`config.mk`:
```
export PLATFORM = sky130hd
export DESIGN_NAME = codir_tx_encoder
export DESIGN_NICKNAME = d
export VERILOG_FILES = /design/src/rtl/codir_pkg.sv /design/src/rtl/codir_tx_ctrl.sv /design/src/rtl/codir_tx_dp.sv /design/src/rtl/codir_tx_encoder.sv
export SDC_FILE = /design/constraint.sdc
export NUM_CORES = 1
export LEC_CHECK = 0
export ABC_AREA = 1
export BUFFER_PORTS_ARGS = -buffer_cell sky130_fd_sc_hd__buf_4
export CAP_MARGIN = 10
export CORE_ASPECT_RATIO = 1.2
export CORE_MARGIN = 2
export CORE_UTILIZATION = 30
export CTS_CLUSTER_SIZE = 30
export DETAILED_ROUTE_END_ITERATION = 7
export HOLD_SLACK_MARGIN = 0.03
export PLACE_DENSITY_LB_ADDON = 0.15
export SYNTH_ARGS = -nofsm -noshare
export SYNTH_HDL_FRONTEND = slang
export SYNTH_SLANG_ARGS = --single-unit
```
`constraint.sdc`:
```
create_clock -name clk -period 2.04 [get_ports clk]
set_clock_uncertainty 0.15 [all_clocks]
set_input_delay 0.306 -clock clk [delete_from_list [all_inputs] [get_ports clk]]
set_output_delay 0.306 -clock clk [all_outputs]
set_load 0.005 [all_outputs]
```
`src/rtl/codir_pkg.sv`:
```
package codir_pkg;
  localparam int OCTET_BITS = 8;
  localparam int UI_PER_BIT = 4;
  localparam int OCTET_UI   = OCTET_BITS * UI_PER_BIT;
  localparam int BIT_W      = $clog2(OCTET_BITS);
  localparam int UI_W       = $clog2(UI_PER_BIT);
  localparam int DEL_W      = $clog2(OCTET_UI + 1);

  typedef struct packed {
    logic            capShift;
    logic            capDone;
    logic            lineTick;
    logic            blockStart;
    logic            lastBlock;
    logic            loadNew;
    logic            sending;
    logic [UI_W-1:0] uiIdx;
    logic [BIT_W-1:0] bitIdx;
  } ctrl_t;
endpackage

```
`src/rtl/codir_tx_ctrl.sv`:
```
module codir_tx_ctrl
  import codir_pkg::*;
(
  input  logic  clk,
  input  logic  rstN,
  input  logic  pcmEn,
  input  logic  slotA,
  input  logic  slotB,
  input  logic  slotSel,
  input  logic  lineEn,
  output ctrl_t ctl,
  output logic  insertFlag,
  output logic  deleteFlag
);
  logic             selStrobe;
  logic [BIT_W-1:0] capCnt;
  logic             latchValid;
  logic             haveLast;
  logic             repUsed;
  logic             activeQ;
  logic             insertQ;
  logic [UI_W-1:0]  uiCnt;
  logic [BIT_W-1:0] bitCnt;
  logic [DEL_W-1:0] delCnt;
  logic             boundary;
  logic             capShift;
  logic             capDone;
  logic             loadNew;
  logic             takeRepeat;
  logic             dropEvt;

  assign selStrobe  = slotSel ? slotA : slotB;
  assign boundary   = lineEn && (uiCnt == '0) && (bitCnt == '0);
  assign capShift   = pcmEn && selStrobe;
  assign capDone    = capShift && (capCnt == BIT_W'(OCTET_BITS - 1));
  assign loadNew    = boundary && latchValid;
  assign takeRepeat = boundary && !latchValid && haveLast && !repUsed;
  assign dropEvt    = capDone && latchValid && !loadNew;

  always_ff @(posedge clk or negedge rstN) begin
    if (!rstN) begin
      capCnt <= '0;
    end else if (!selStrobe) begin
      capCnt <= '0;
    end else if (capShift) begin
      capCnt <= capDone ? '0 : capCnt + 1'b1;
    end
  end

  always_ff @(posedge clk or negedge rstN) begin
    if (!rstN) begin
      latchValid <= 1'b0;
      haveLast   <= 1'b0;
      repUsed    <= 1'b0;
      activeQ    <= 1'b0;
      insertQ    <= 1'b0;
    end else begin
      if (capDone)      latchValid <= 1'b1;
      else if (loadNew) latchValid <= 1'b0;
      if (loadNew) begin
        haveLast <= 1'b1;
        repUsed  <= 1'b0;
      end else if (takeRepeat) begin
        repUsed  <= 1'b1;
      end
      if (boundary) begin
        activeQ <= loadNew || takeRepeat;
        insertQ <= takeRepeat;
      end
    end
  end

  always_ff @(posedge clk or negedge rstN) begin
    if (!rstN) begin
      uiCnt  <= '0;
      bitCnt <= '0;
    end else if (lineEn) begin
      if (uiCnt == UI_W'(UI_PER_BIT - 1)) begin
        uiCnt  <= '0;
        bitCnt <= (bitCnt == BIT_W'(OCTET_BITS - 1)) ? '0 : bitCnt + 1'b1;
      end else begin
        uiCnt <= uiCnt + 1'b1;
      end
    end
  end

  always_ff @(posedge clk or negedge rstN) begin
    if (!rstN) begin
      delCnt <= '0;
    end else if (dropEvt) begin
      delCnt <= DEL_W'(OCTET_UI);
    end else if (lineEn && (delCnt != '0)) begin
      delCnt <= delCnt - 1'b1;
    end
  end

  always_comb begin
    ctl            = '0;
    ctl.capShift   = capShift;
    ctl.capDone    = capDone;
    ctl.lineTick   = lineEn;
    ctl.blockStart = lineEn && (uiCnt == '0);
    ctl.lastBlock  = (bitCnt == BIT_W'(OCTET_BITS - 1));
    ctl.loadNew    = loadNew;
    ctl.sending    = boundary ? (loadNew || takeRepeat) : activeQ;
    ctl.uiIdx      = uiCnt;
    ctl.bitIdx     = bitCnt;
  end

  assign insertFlag = insertQ;
  assign deleteFlag = (delCnt != '0);

  // overwriting an unsent latch raises the delete flag
  assert_overwrite_flag_R9: assert property (@(posedge clk) disable iff (!rstN)
    (capDone && latchValid && !boundary) |=> deleteFlag);

  // the insert flag only moves at an octet boundary
  assert_insert_steady_R10: assert property (@(posedge clk) disable iff (!rstN)
    !boundary |=> $stable(insertFlag));

  // no second repeat in a row
  assert_repeat_once_R10: assert property (@(posedge clk) disable iff (!rstN)
    (insertFlag && boundary && !latchValid) |=> !insertFlag);

  // a pending octet is kept until a boundary takes it
  assert_latch_hold_R8: assert property (@(posedge clk) disable iff (!rstN)
    (latchValid && !boundary) |=> latchValid);
endmodule

```
`src/rtl/codir_tx_dp.sv`:
```
module codir_tx_dp
  import codir_pkg::*;
(
  input  logic  clk,
  input  logic  rstN,
  input  logic  pcmData,
  input  logic  alarmIn,
  input  ctrl_t ctl,
  output logic  txPosN,
  output logic  txNegN
);
  logic [OCTET_BITS-1:0] capReg;
  logic [OCTET_BITS-1:0] latchReg;
  logic [OCTET_BITS-1:0] sendReg;
  logic [OCTET_BITS-1:0] newByte;
  logic [OCTET_BITS-1:0] curByte;
  logic [BIT_W-1:0]      bitSel;
  logic                  curBit;
  logic                  polQ;     // polarity of the latest block, 1 = negative
  logic                  startPol;
  logic                  blockPol;
  logic                  chipOn;
  logic                  markOn;

  assign newByte  = {capReg[OCTET_BITS-2:0], pcmData};
  assign curByte  = ctl.loadNew ? latchReg : sendReg;
  assign bitSel   = BIT_W'(OCTET_BITS - 1) - ctl.bitIdx;
  assign curBit   = curByte[bitSel];
  assign startPol = (ctl.lastBlock && !alarmIn) ? polQ : !polQ;
  assign blockPol = ctl.blockStart ? startPol : polQ;

  always_comb begin
    case (ctl.uiIdx)
      UI_W'(0): chipOn = 1'b1;
      UI_W'(1): chipOn = curBit;
      UI_W'(2): chipOn = !curBit;
      default:  chipOn = 1'b0;
    endcase
  end

  assign markOn = ctl.sending && chipOn;

  always_ff @(posedge clk or negedge rstN) begin
    if (!rstN) begin
      capReg   <= '0;
      latchReg <= '0;
      sendReg  <= '0;
    end else begin
      if (ctl.capShift) capReg   <= newByte;
      if (ctl.capDone)  latchReg <= newByte;
      if (ctl.loadNew)  sendReg  <= latchReg;
    end
  end

  always_ff @(posedge clk or negedge rstN) begin
    if (!rstN) begin
      polQ   <= 1'b1;
      txPosN <= 1'b1;
      txNegN <= 1'b1;
    end else if (ctl.lineTick) begin
      if (ctl.blockStart && ctl.sending) polQ <= startPol;
      txPosN <= !(markOn && !blockPol);
      txNegN <= !(markOn && blockPol);
    end
  end

  // one rail at most carries a mark
  assert_rails_exclusive_R4: assert property (@(posedge clk) disable iff (!rstN)
    txPosN || txNegN);

  // rails move only after a unit-interval pulse
  assert_rail_timing_R3: assert property (@(posedge clk) disable iff (!rstN)
    !ctl.lineTick |=> $stable({txPosN, txNegN}));

  // the last interval of every block is quiet
  assert_quiet_ui_R4: assert property (@(posedge clk) disable iff (!rstN)
    (ctl.lineTick && ctl.uiIdx == UI_W'(UI_PER_BIT - 1)) |=> (txPosN && txNegN));

  // an idle octet keeps both rails high
  assert_idle_high_R11: assert property (@(posedge clk) disable iff (!rstN)
    (ctl.lineTick && !ctl.sending) |=> (txPosN && txNegN));
endmodule

```
`src/rtl/codir_tx_encoder.sv`:
```
module codir_tx_encoder
  import codir_pkg::*;
(
  input  logic clk,
  input  logic rstN,
  input  logic pcmEn,
  input  logic pcmData,
  input  logic slotA,
  input  logic slotB,
  input  logic slotSel,
  input  logic lineEn,
  input  logic alarmIn,
  output logic txPosN,
  output logic txNegN,
  output logic insertFlag,
  output logic deleteFlag
);
  ctrl_t ctl;

  codir_tx_ctrl u_ctrl (
    .clk        (clk),
    .rstN       (rstN),
    .pcmEn      (pcmEn),
    .slotA      (slotA),
    .slotB      (slotB),
    .slotSel    (slotSel),
    .lineEn     (lineEn),
    .ctl        (ctl),
    .insertFlag (insertFlag),
    .deleteFlag (deleteFlag)
  );

  codir_tx_dp u_dp (
    .clk     (clk),
    .rstN    (rstN),
    .pcmData (pcmData),
    .alarmIn (alarmIn),
    .ctl     (ctl),
    .txPosN  (txPosN),
    .txNegN  (txNegN)
  );
endmodule

```
==> results.yml, run 1 <==
drt:
  via_count: 1611
  wire_per_inst_um: 11.9
  drc: 0
  drt-total-wl_mm: 4.42
  dr.max_layer_used: "met4"
  met2_length_mm: 2.07
  via_per_inst: 4.35
  wl_met1_mm: 2.21
  drtPass1Iterations: 4
  wl_met3_um: 99
  dr.first_iter.drc_count: 79
  drtAntennaViolNets: 0
worst_setup_path:
  critPathArrivalTime_ns: 2.06
  reg2reg_depth: 15
  cp_cell_sequence: "inv_2 -> ha_4 -> inv_2 -> nor2_4 -> nand3_4 -> buf_6 -> nand2_4 -> nand3_2 -> nand3_2 -> nand3_2 -> nand2_2 -> nand2_2 -> nand3_2 -> nor2_2 -> nor2_1"
  path_class: "flop to flop"
  endpoint_kind: "flop"
  cp-start-kind: "flop"
  critPathMaxFanout: 7
  critical-path-top-delay-family: "simple AND/OR/NAND/NOR gates"
  worst_path_largest_cell_delay_ns: 0.39
  cp.required_ns: 2.12
  slowest_stage: "dfrtp_1"
  crit_cells: 15
  cp_num_buf_inv: 3
  path_common_cell: "nand3_2"
power_and_ir_drop:
  power_frac_seq_pct: 42.0
  p_int_mw: 2.07
  powerDensity_mw_per_mm2: 1210
  p_comb_share_pct: 40.9
  vdd_ir_drop_max_mv: 0.389
  clockPowerShare_pct: 17.2
  p_sw_share_pct: 37.1
  p_leak_nw: 1.30
  p_sw_mw: 1.22
layout:
  fillers: 707
  final_core_util_pct: 39.1
  final_cell_area_mm2: 0.00272
  insertedDiodeCount: 0
  layout-drive-gt1-share_pct: 28.6
  finalNetCount: 301
  area_delta_synth_final_pct: 25.3
placement:
  post-place-ws_ns: 0.0113
  globalplace.congestion: 0.763
  port_buffers: 12
  placed_area_mm2: 0.00241
  hpwl_mm: 3.11
yosys:
  synth.distinct_cells: 26
  ys_seq_area_share_pct: 52.1
  synth_edf_count: 0
  synth_fp_nets: 268
  synth-async-reset-ratio_pct: 100
  synth.avg_cell_area_um2: 8.67
  syn_area_mm2: 0.00217
  ys.flop_type: "dfrtp_1"
  ys.warnings.count: 0
  postSynthCellCount: 250
  postSynthRegisterBits: 45
floorplan:
  start_util_pct: 31.2
  core_area_mm2: 0.00694
  die-area_mm2: 0.00792
  ioPinCount: 13
  die_h_um: 97.1
  die_w_um: 81.6
  core.rowCount: 33
cts:
  clkLatencyLatePin_ns: 0.30
  path_clk_slew_ns: 0.09
  cts_tree: "done"
  cts_buffers: 5
  cts_max_level: 2
  root_buffer: "clkbuf_8"
  clockBufferDepth: 2
  cts.sinks: 45
timing:
  hold_viol_final: 0
  worst_slack_ns: 0.0652
  finalSetupViolCount: 0
  maxSlewViolCount: 0
  grt_setup_unrepaired: "yes"
  finalSetupTns_ns: 0
  tightestPinTransition_ns: 0.573
  period_needed_ns: 1.97
  slew_headroom_pct: 61.8
  fin_crit_sh_pct: 96.8
  max_freq_mhz: 506
hold_path:
  min_path_cells: 3
  hp-class: "primary input to flop"
global_route:
  gr-total-overflow: 0
  antenna_found_initial: 0
  grt_pass1_wl_mm: 7.47
  grt_max_degree: 46
  grt_pass1_vias: 1577
  grt_usage_pct: 12.0
status:
  status: "finished, final reports clean"
job:
  max_cap_violations: 0
==> per-stage QoR <==
stage          hold WS (ns)  std cells  power, mW
2_1_floorplan        -0.140        250       2.07
3_3_place_gp          0.204        353       2.42
3_5_place_dp          0.202        353       2.44
4_1_cts              0.0805        361       3.03
5_1_grt              0.0967        370       3.59
6_report             0.0842        370       3.30
==> cells in the final DEF (no fill, tap or decap), drive strengths merged, types with 2 or more instances in the layout <==
master / count
a21oi: 4
dfstp: 3
and2: 6
ha: 9
or2: 2
buf: 30
nor2: 16
o21ai: 33
nand2: 46
inv: 45
mux2i: 2
nand3: 29
o21a: 2
nand3b: 2
clkbuf: 7
dfrtp: 42
==> kinds of logic after synthesis <==
kind of cell,after synthesis,share of synthesized area [%]
flops,45,52.1
mux,2,0.924
simple gates,103,22.6
xor+xnor,2,0.808
fa+ha+maj,9,5.20
buf+inv,50,9.06
compound gates,39,9.24
==> power groups by stage <==
stage | clock, mW | sequential, mW | combinational [mW]
3_3_place_gp | 0 | 1.38 | 1.04
6_report | 0.566 | 1.38 | 1.35
3_5_place_dp | 0 | 1.39 | 1.05
2_1_floorplan | 0 | 1.34 | 0.731
5_1_grt | 0.621 | 1.43 | 1.54
4_1_cts | 0.585 | 1.37 | 1.07
==> layer usage <==
layer  GRT usage, %  up-vias
li1               -      853
met1           16.5      739
met5              0        -
met4           3.08        0
met2           19.0       15
met3           2.79        4
==> state kept, by name, indices dropped and copies added, names as in the netlist, 2 cells and up <==
signal / flops
u_dp.capReg: 7
u_ctrl.uiCnt: 2
u_ctrl.delCnt: 6
u_dp.latchReg: 8
u_ctrl.bitCnt: 3
u_dp.sendReg: 8
u_ctrl.capCnt: 3
==> area by class of cell <==
class	instances	area [um^2]	share of cell area (%)
Inverter	45	169	6.22
Multi-Input combinational cell	155	978	36.0
Tap cell	87	109	4.01
Clock buffer	7	86.3	3.18
Timing Repair Buffer	31	243	8.94
Sequential cell	45	1130	41.6
==> cells in the mapped netlist, types with 3 or more instances <==
cell	n	area [um^2]
clkbuf_1	3	11.3
dfstp_2	3	78.8
o21ai_0	33	165
dfrtp_1	42	1050
nand2_1	45	169
inv_2	5	18.8
nor2_1	13	48.8
nand3_1	28	140
inv_1	40	150
a21oi_1	4	20.0
ha_1	9	113
and2_1	6	37.5
==> path summary, 6_finish.rpt <==
check	slack, ns	endpoint	start
worst max register to register	0.07	u_dp.txNegN	u_ctrl.bitCnt[1]
worst min register to register	0.33	u_dp.capReg[1]	u_dp.capReg[0]
worst max-delay path	0.07	u_dp.txNegN	u_ctrl.bitCnt[1]
min in group asynchronous	0.40	u_ctrl.delCnt[3]	rstN
worst min-delay path	0.08	u_dp.latchReg[0]	pcmData
max in group asynchronous	0.95	u_dp.latchReg[7]	rstN
==> timing repair <==
| action | in CTS | in global routing |
|---|---|---|
| hold buffers | 1 | 0 |
| resized for setup | 1 | 39 |
| endpoints found under the hold margin | 42 | 0 |
| cloned | 0 | 0 |
| setup buffers | 0 | 9 |
| endpoints found under the setup margin | 1 | 4 |
| pin swaps | 1 | 15 |
==> worst min-delay path, delay by kind of cell <==
kind	cells	cell delay [ns]
AO/OA/AOI/OAI	1	0.05
AND/OR/NAND/NOR	1	0.04
buffers and inverters	1	0.09
Note: power is estimated with default switching activity, not from simulation.
==> run 2: changes to the inputs <==
--- a/config.mk
+++ b/config.mk
@@ -13,6 +13,7 @@
 export CORE_UTILIZATION = 30
 export CTS_CLUSTER_SIZE = 30
 export DETAILED_ROUTE_END_ITERATION = 7
+export GPL_TIMING_DRIVEN = 0
 export HOLD_SLACK_MARGIN = 0.03
 export PLACE_DENSITY_LB_ADDON = 0.15
 export SYNTH_ARGS = -nofsm -noshare
==> run 2 against run 1 <==
Clock power fell by 3%. Power increased by 1.7%. Critical path depth decreased by 1. Routed wire length grew 2.6%. Worst setup slack gained 0.0064 ns. Fmax rose by 0.32%. Largest cell class unchanged.
==> results.yml, run 2 (same netlist as run 1, synthesis figures left out) <==
job:
  max_cap_violations: 0
worst_setup_path:
  critical-path-top-delay-family: "simple AND/OR/NAND/NOR gates"
  cp_cell_sequence: "inv_4 -> ha_4 -> inv_2 -> nor2_4 -> nand3_4 -> buf_8 -> nand2_4 -> nand3_2 -> nand3_2 -> nand3_4 -> nand3_2 -> nand3_2 -> nor2_2 -> nor2_1"
  timing.rr.start: "u_ctrl.bitCnt[0]"
  cp-start-kind: "flop"
  worst_path_largest_cell_delay_ns: 0.45
  endpoint: "u_dp.txNegN"
  timing.rr.end: "u_dp.txNegN"
  critPathArrivalTime_ns: 2.06
  crit_cells: 14
  endpoint_kind: "flop"
  rrSetupSlack_ns: 0.07
  path_class: "flop to flop"
  cp_num_buf_inv: 3
  crit_start: "u_ctrl.bitCnt[0]"
  slowest_stage: "dfrtp_2"
  cp.required_ns: 2.13
  path_common_cell: "nand3_2"
  reg2reg_depth: 14
  critPathMaxFanout: 5
hold_path:
  hp-class: "primary input to flop"
  min_path_cells: 3
timing:
  slew_headroom_pct: 60.9
  maxSlewViolCount: 0
  finalSetupTns_ns: 0
  worst_slack_ns: 0.0716
  whs_ns: 0.0823
  finalSetupViolCount: 0
  max_freq_mhz: 508
  fin_crit_sh_pct: 96.5
  period_needed_ns: 1.97
  grt_setup_unrepaired: "yes"
  tightestPinTransition_ns: 0.586
  hold_viol_final: 0
placement:
  hpwl_mm: 2.98
  globalplace.congestion: 0.719
  port_buffers: 12
  post-place-ws_ns: -0.230
drt:
  via_count: 1680
  drtAntennaViolNets: 0
  dr.first_iter.drc_count: 86
  drtPass1Iterations: 4
  drc: 0
  via_per_inst: 4.52
  drt-total-wl_mm: 4.54
  wire_per_inst_um: 12.2
cts:
  cts_tree: "done"
  path_clk_slew_ns: 0.08
  cts_max_level: 2
  cts_buffers: 5
  clkLatencyLatePin_ns: 0.30
  root_buffer: "clkbuf_8"
  clockBufferDepth: 2
  cts.sinks: 45
layout:
  seqCellArea_mm2: 0.00113
  final_cell_mix: "dfrtp_1, nand2_1, inv_1, o21ai_0, buf_4"
  layout-drive-gt1-share_pct: 30.9
  top_regs: "u_dp.latchReg (8), u_dp.sendReg (8), u_dp.capReg (7)"
  multi_input_comb_area_mm2: 0.00102
  insertedDiodeCount: 0
  final_core_util_pct: 39.7
  fillers: 719
  area_delta_synth_final_pct: 27.1
  finalNetCount: 302
  final_common_cell: "dfrtp_1"
status:
  status: "finished, final reports clean"
power_and_ir_drop:
  powerDensity_mw_per_mm2: 1220
  p_int_mw: 2.07
  vdd_ir_drop_max_mv: 0.409
  p_comb_share_pct: 42.8
  p_sw_mw: 1.29
  clockPowerShare_pct: 16.3
  p_sw_share_pct: 38.4
  p_leak_nw: 1.31
  power_frac_seq_pct: 40.9
  p_total_mw: 3.35
global_route:
  antenna_found_initial: 0
  grt_max_degree: 46
  grt_usage_pct: 12.0
  grt_pass1_vias: 1549
  grt_pass1_wl_mm: 7.40
  gr-total-overflow: 0
floorplan:
  ioPinCount: 13
  core.rowCount: 33
  start_util_pct: 31.2
  die_w_um: 81.6
  core_area_mm2: 0.00694
  die-area_mm2: 0.00792
  die_h_um: 97.1
## run 2: worst min path at each step
stage,from,end,slack (ns)
after global placement,rstN,u_ctrl.delCnt[2],0.21
after detailed placement,rstN,u_ctrl.delCnt[0],0.21
after global routing,pcmData,u_dp.capReg[0],0.09
after CTS,pcmData,u_dp.latchReg[0],0.08
after floorplan,rstN,u_ctrl.activeQ,-0.14
final,pcmData,u_dp.latchReg[0],0.08
## run 2: worst reg2reg max path, cell delays in order, from the launching register on
cell     delay, ns
dfrtp_2       0.45
inv_4         0.08
ha_4          0.13
inv_2         0.04
nor2_4        0.11
nand3_4       0.12
buf_8         0.17
nand2_4       0.06
nand3_2       0.07
nand3_2       0.11
nand3_4       0.09
nand3_2       0.09
nand3_2       0.09
nor2_2        0.10
nor2_1        0.05
## run 2: area by class of cell
class / count / share of cell area (%)
buffer: 5 / 1.14
tap: 87 / 3.95
clock inverter: 2 / 0.363
inverter: 45 / 6.40
sequential: 45 / 41.1
timing repair buffer: 27 / 7.58
clock buffer: 6 / 2.63
multi-input combinational: 155 / 36.9
## run 2: power groups by stage
stage / sequential (mW) / combinational, mW / clock [mW]
after floorplan: 1.34 / 0.731 / 0
after global placement: 1.38 / 0.954 / 0
after detailed placement: 1.39 / 0.965 / 0
after CTS: 1.36 / 1.05 / 0.569
after global routing: 1.40 / 1.63 / 0.600
final: 1.37 / 1.44 / 0.547
## run 2: repair_timing
action / 4_1_cts / 5_1_grt
hold buffers: 1 / 0
cloned: 0 / 1
pin swaps: 1 / 16
resized for setup: 4 / 48
hold endpoints to repair: 42 / 0
setup endpoints to repair: 3 / 2
buffers inserted: 4 / 9
## run 2: layer usage
| layer | global-route usage (%) | routed length [um] |
|---|---|---|
| met1 | 15.3 | 2090 |
| met2 | 19.9 | 2280 |
| met3 | 3.07 | 114 |
| met4 | 3.46 | 49 |
| met5 | 0 | 0 |
## run 2: stage by stage
stage | instances | instance area (um^2)
finish | 372 | 2760
global route | 372 | 2760
CTS | 362 | 2490
detailed placement | 349 | 2370
global placement | 349 | 2370
floorplan | 250 | 2170
==> run 3: changes to the inputs <==
--- a/config.mk
+++ b/config.mk
@@ -18,4 +18,5 @@
 export PLACE_DENSITY_LB_ADDON = 0.15
 export SYNTH_ARGS = -nofsm -noshare
 export SYNTH_HDL_FRONTEND = slang
+export SYNTH_HIERARCHICAL = 1
 export SYNTH_SLANG_ARGS = --single-unit
==> run 3 against run 2 <==
The flow now finishes with violations (negative setup slack). Critical path depth up 3. Non-clock buffer count down 2. Core utilization shrank 2.9 points. Via count is essentially flat. Final area increased by 1.1%. Routed wire length down 4.3%. Sequential power shrank 15%. First-iteration DRC count decreased by 60%. Clock-buffer cell count did not move. Critical endpoint is now u_dp/txPosN. Largest cell class unchanged. Highest routed layer unchanged.
==> results.yml, run 3 <==
power_and_ir_drop:
  clockPowerShare_pct: 24.5
  vdd_ir_drop_max_mv: 0.328
  power_frac_seq_pct: 42.5
  p_sw_mw: 0.945
  p_leak_nw: 1.43
  p_sw_share_pct: 34.2
  p_comb_share_pct: 32.9
  powerDensity_mw_per_mm2: 992
  p_int_mw: 1.82
drt:
  drt-total-wl_mm: 4.34
  dr.first_iter.drc_count: 34
  drtPass1Iterations: 4
  drc: 0
  via_count: 1681
  wire_per_inst_um: 11.4
  drtAntennaViolNets: 0
  via_per_inst: 4.41
floorplan:
  start_util_pct: 30.6
  core.rowCount: 35
  die_w_um: 84.2
  ioPinCount: 13
  die_h_um: 100
  die-area_mm2: 0.00844
  core_area_mm2: 0.00758
layout:
  insertedDiodeCount: 0
  fillers: 809
  final_cells: 381
  finalNetCount: 306
  final_cell_area_mm2: 0.00279
  layout-drive-gt1-share_pct: 31.1
  area_delta_synth_final_pct: 20.4
  multi_input_comb_area_mm2: 0.00105
  seqCellArea_mm2: 0.00113
  top_regs: "u_dp/latchReg (8), u_dp/sendReg (8), u_dp/capReg (7)"
  final_common_cell: "nand2_1"
  final_cell_mix: "nand2_1, dfrtp_1, inv_1, buf_4, nor2_1"
cts:
  cts_buffers: 5
  clockBufferDepth: 2
  cts_max_level: 2
  path_clk_slew_ns: 0.09
  cts.sinks: 45
  cts_tree: "done"
  root_buffer: "clkbuf_8"
  clkLatencyLatePin_ns: 0.30
status:
  status: "finished, violations left"
  violations: "negative setup slack"
timing:
  fin_crit_sh_pct: 100
  slew_headroom_pct: 61.0
  worst_slack_ns: -0.00525
  finalSetupViolCount: 1
  maxSlewViolCount: 0
  max_freq_mhz: 489
  period_needed_ns: 2.05
  tightestPinTransition_ns: 0.585
  grt_setup_unrepaired: "yes"
  hold_viol_final: 0
yosys:
  synth_common_cells: "nand2_1, dfrtp_1, inv_1"
  ys.warnings.count: 6
  ys.flop_type: "dfrtp_1"
  postSynthCellCount: 261
  ys_seq_area_share_pct: 48.8
  synth_fp_nets: 279
  synth.avg_cell_area_um2: 8.87
  synth-async-reset-ratio_pct: 100
  postSynthRegisterBits: 45
  yosysTopAreaCell: "dfrtp_1"
  syn_area_mm2: 0.00231
  synth.distinct_cells: 29
  synth_most_common_cell: "nand2_1"
  synth_top_area_share_pct: 45.4
  synth_area_leaders: "dfrtp_1, nand2_1, inv_1, ha_1, nand3_1"
  synth_edf_count: 0
worst_setup_path:
  crit_start: "u_ctrl/uiCnt[1]"
  cp.required_ns: 2.13
  critical-path-top-delay-family: "simple AND/OR/NAND/NOR gates"
  critPathMaxFanout: 8
  path_class: "flop to flop"
  path_common_cell: "nand3_2"
  critPathArrivalTime_ns: 2.14
  timing.rr.start: "u_ctrl/uiCnt[1]"
  cp_cell_sequence: "inv_2 -> ha_4 -> nand2_4 -> nor2_4 -> inv_4 -> nor2_4 -> buf_6 -> inv_8 -> nand2_4 -> nand3_1 -> nand3_2 -> nand3_2 -> nand2_1 -> nand2_1 -> nand3_2 -> nor2_2 -> nor2_2"
  slowest_stage: "dfrtp_1"
  cp_num_buf_inv: 4
  worst_path_largest_cell_delay_ns: 0.39
  cp-start-kind: "flop"
  endpoint_kind: "flop"
hold_path:
  hp-start: "lineEn"
  hp-class: "primary input to flop"
global_route:
  antenna_found_initial: 0
  grt_usage_pct: 11.3
  grt_pass1_wl_mm: 7.58
  grt_max_degree: 46
  grt_pass1_vias: 1650
  gr-total-overflow: 0
placement:
  globalplace.congestion: 0.751
  placed_area_mm2: 0.00251
  dp_cells: 364
  hpwl_mm: 2.99
  post-place-ws_ns: -0.307
  port_buffers: 11
job:
  max_cap_violations: 0
## run 3: logic make-up (layout without fill, tap and decap cells)
kind of cell / Yosys count / count (layout) / synth area share (%)
fa+ha+maj: 9 / 9 / 4.86
compound gates: 25 / 25 / 5.89
xor+xnor: 1 / 1 / 0.378
mux: 4 / 4 / 1.95
buf+inv: 46 / 74 / 9.78
simple gates: 131 / 131 / 28.3
flops: 45 / 45 / 48.8
## run 3: layer usage
layer	wire length, um	track usage, %	up-vias	share of wire, %
li1	-	-	879	-
met1	1990	13.6	781	46
met2	2190	19.7	15	50
met3	80	2.22	6	1.8
met4	80	4.84	0	1.8
met5	0	0	-	0
## run 3: worst min-delay path, cell delays in order
cell and delay (ns):
buf_4 0.13, nand2_1 0.06, nand2_1 0.04
## run 3: layout make-up
type,instances,share of cell area (%)
repair buffers,22,6.02
plain buffers,8,2.56
multi-input cells,170,37.6
clock buffers,6,2.60
clock inverters,2,1.26
well taps,92,4.13
flip-flops and latches,45,40.6
inverters,36,5.21
## run 3: final timing paths
check / to / slack [ns] / cells past startpoint
setup reg to reg: u_dp/txPosN / -0.005 / 17
hold reg to reg: u_ctrl/haveLast / 0.33 / 1
setup / recovery: u_dp/txPosN / -0.005 / 17
min in group asynchronous: u_dp/capReg[4] / 0.41 / 2
max in group asynchronous: u_ctrl/bitCnt[0] / 0.91 / 2
hold / removal: u_dp/txNegN / 0.08 / 3
## run 3: power by group through the flow
stage / combinational [mW] / clock, mW / sequential, mW
3_5_place_dp: 0.699 / 0 / 1.23
3_3_place_gp: 0.687 / 0 / 1.22
4_1_cts: 0.888 / 0.711 / 1.17
2_1_floorplan: 0.558 / 0 / 1.18
5_1_grt: 1.04 / 0.746 / 1.21
6_report: 0.910 / 0.678 / 1.17
## run 3: repair_timing
item / in CTS / in global routing
resized for setup: 20 / 5
hold buffers: 1 / 0
hold endpoints to repair: 42 / 0
setup buffers: 7 / 2
cloned: 1 / 0
setup endpoints to repair: 2 / 4
pin swaps: 11 / 4
## run 3: per-stage QoR
| step | hold slack, ns | util (%) | setup TNS [ns] | power (mW) |
|---|---|---|---|---|
| after floorplan | -0.140 | - | 0 | 1.74 |
| after global placement | 0.216 | 33.2 | -0.525 | 1.91 |
| after detailed placement | 0.219 | 33.2 | -0.581 | 1.92 |
| after CTS | 0.0689 | 36.4 | -0.116 | 2.77 |
| after global routing | 0.0756 | 36.8 | -0.331 | 2.99 |
| final | 0.0798 | 36.8 | -0.00525 | 2.76 |
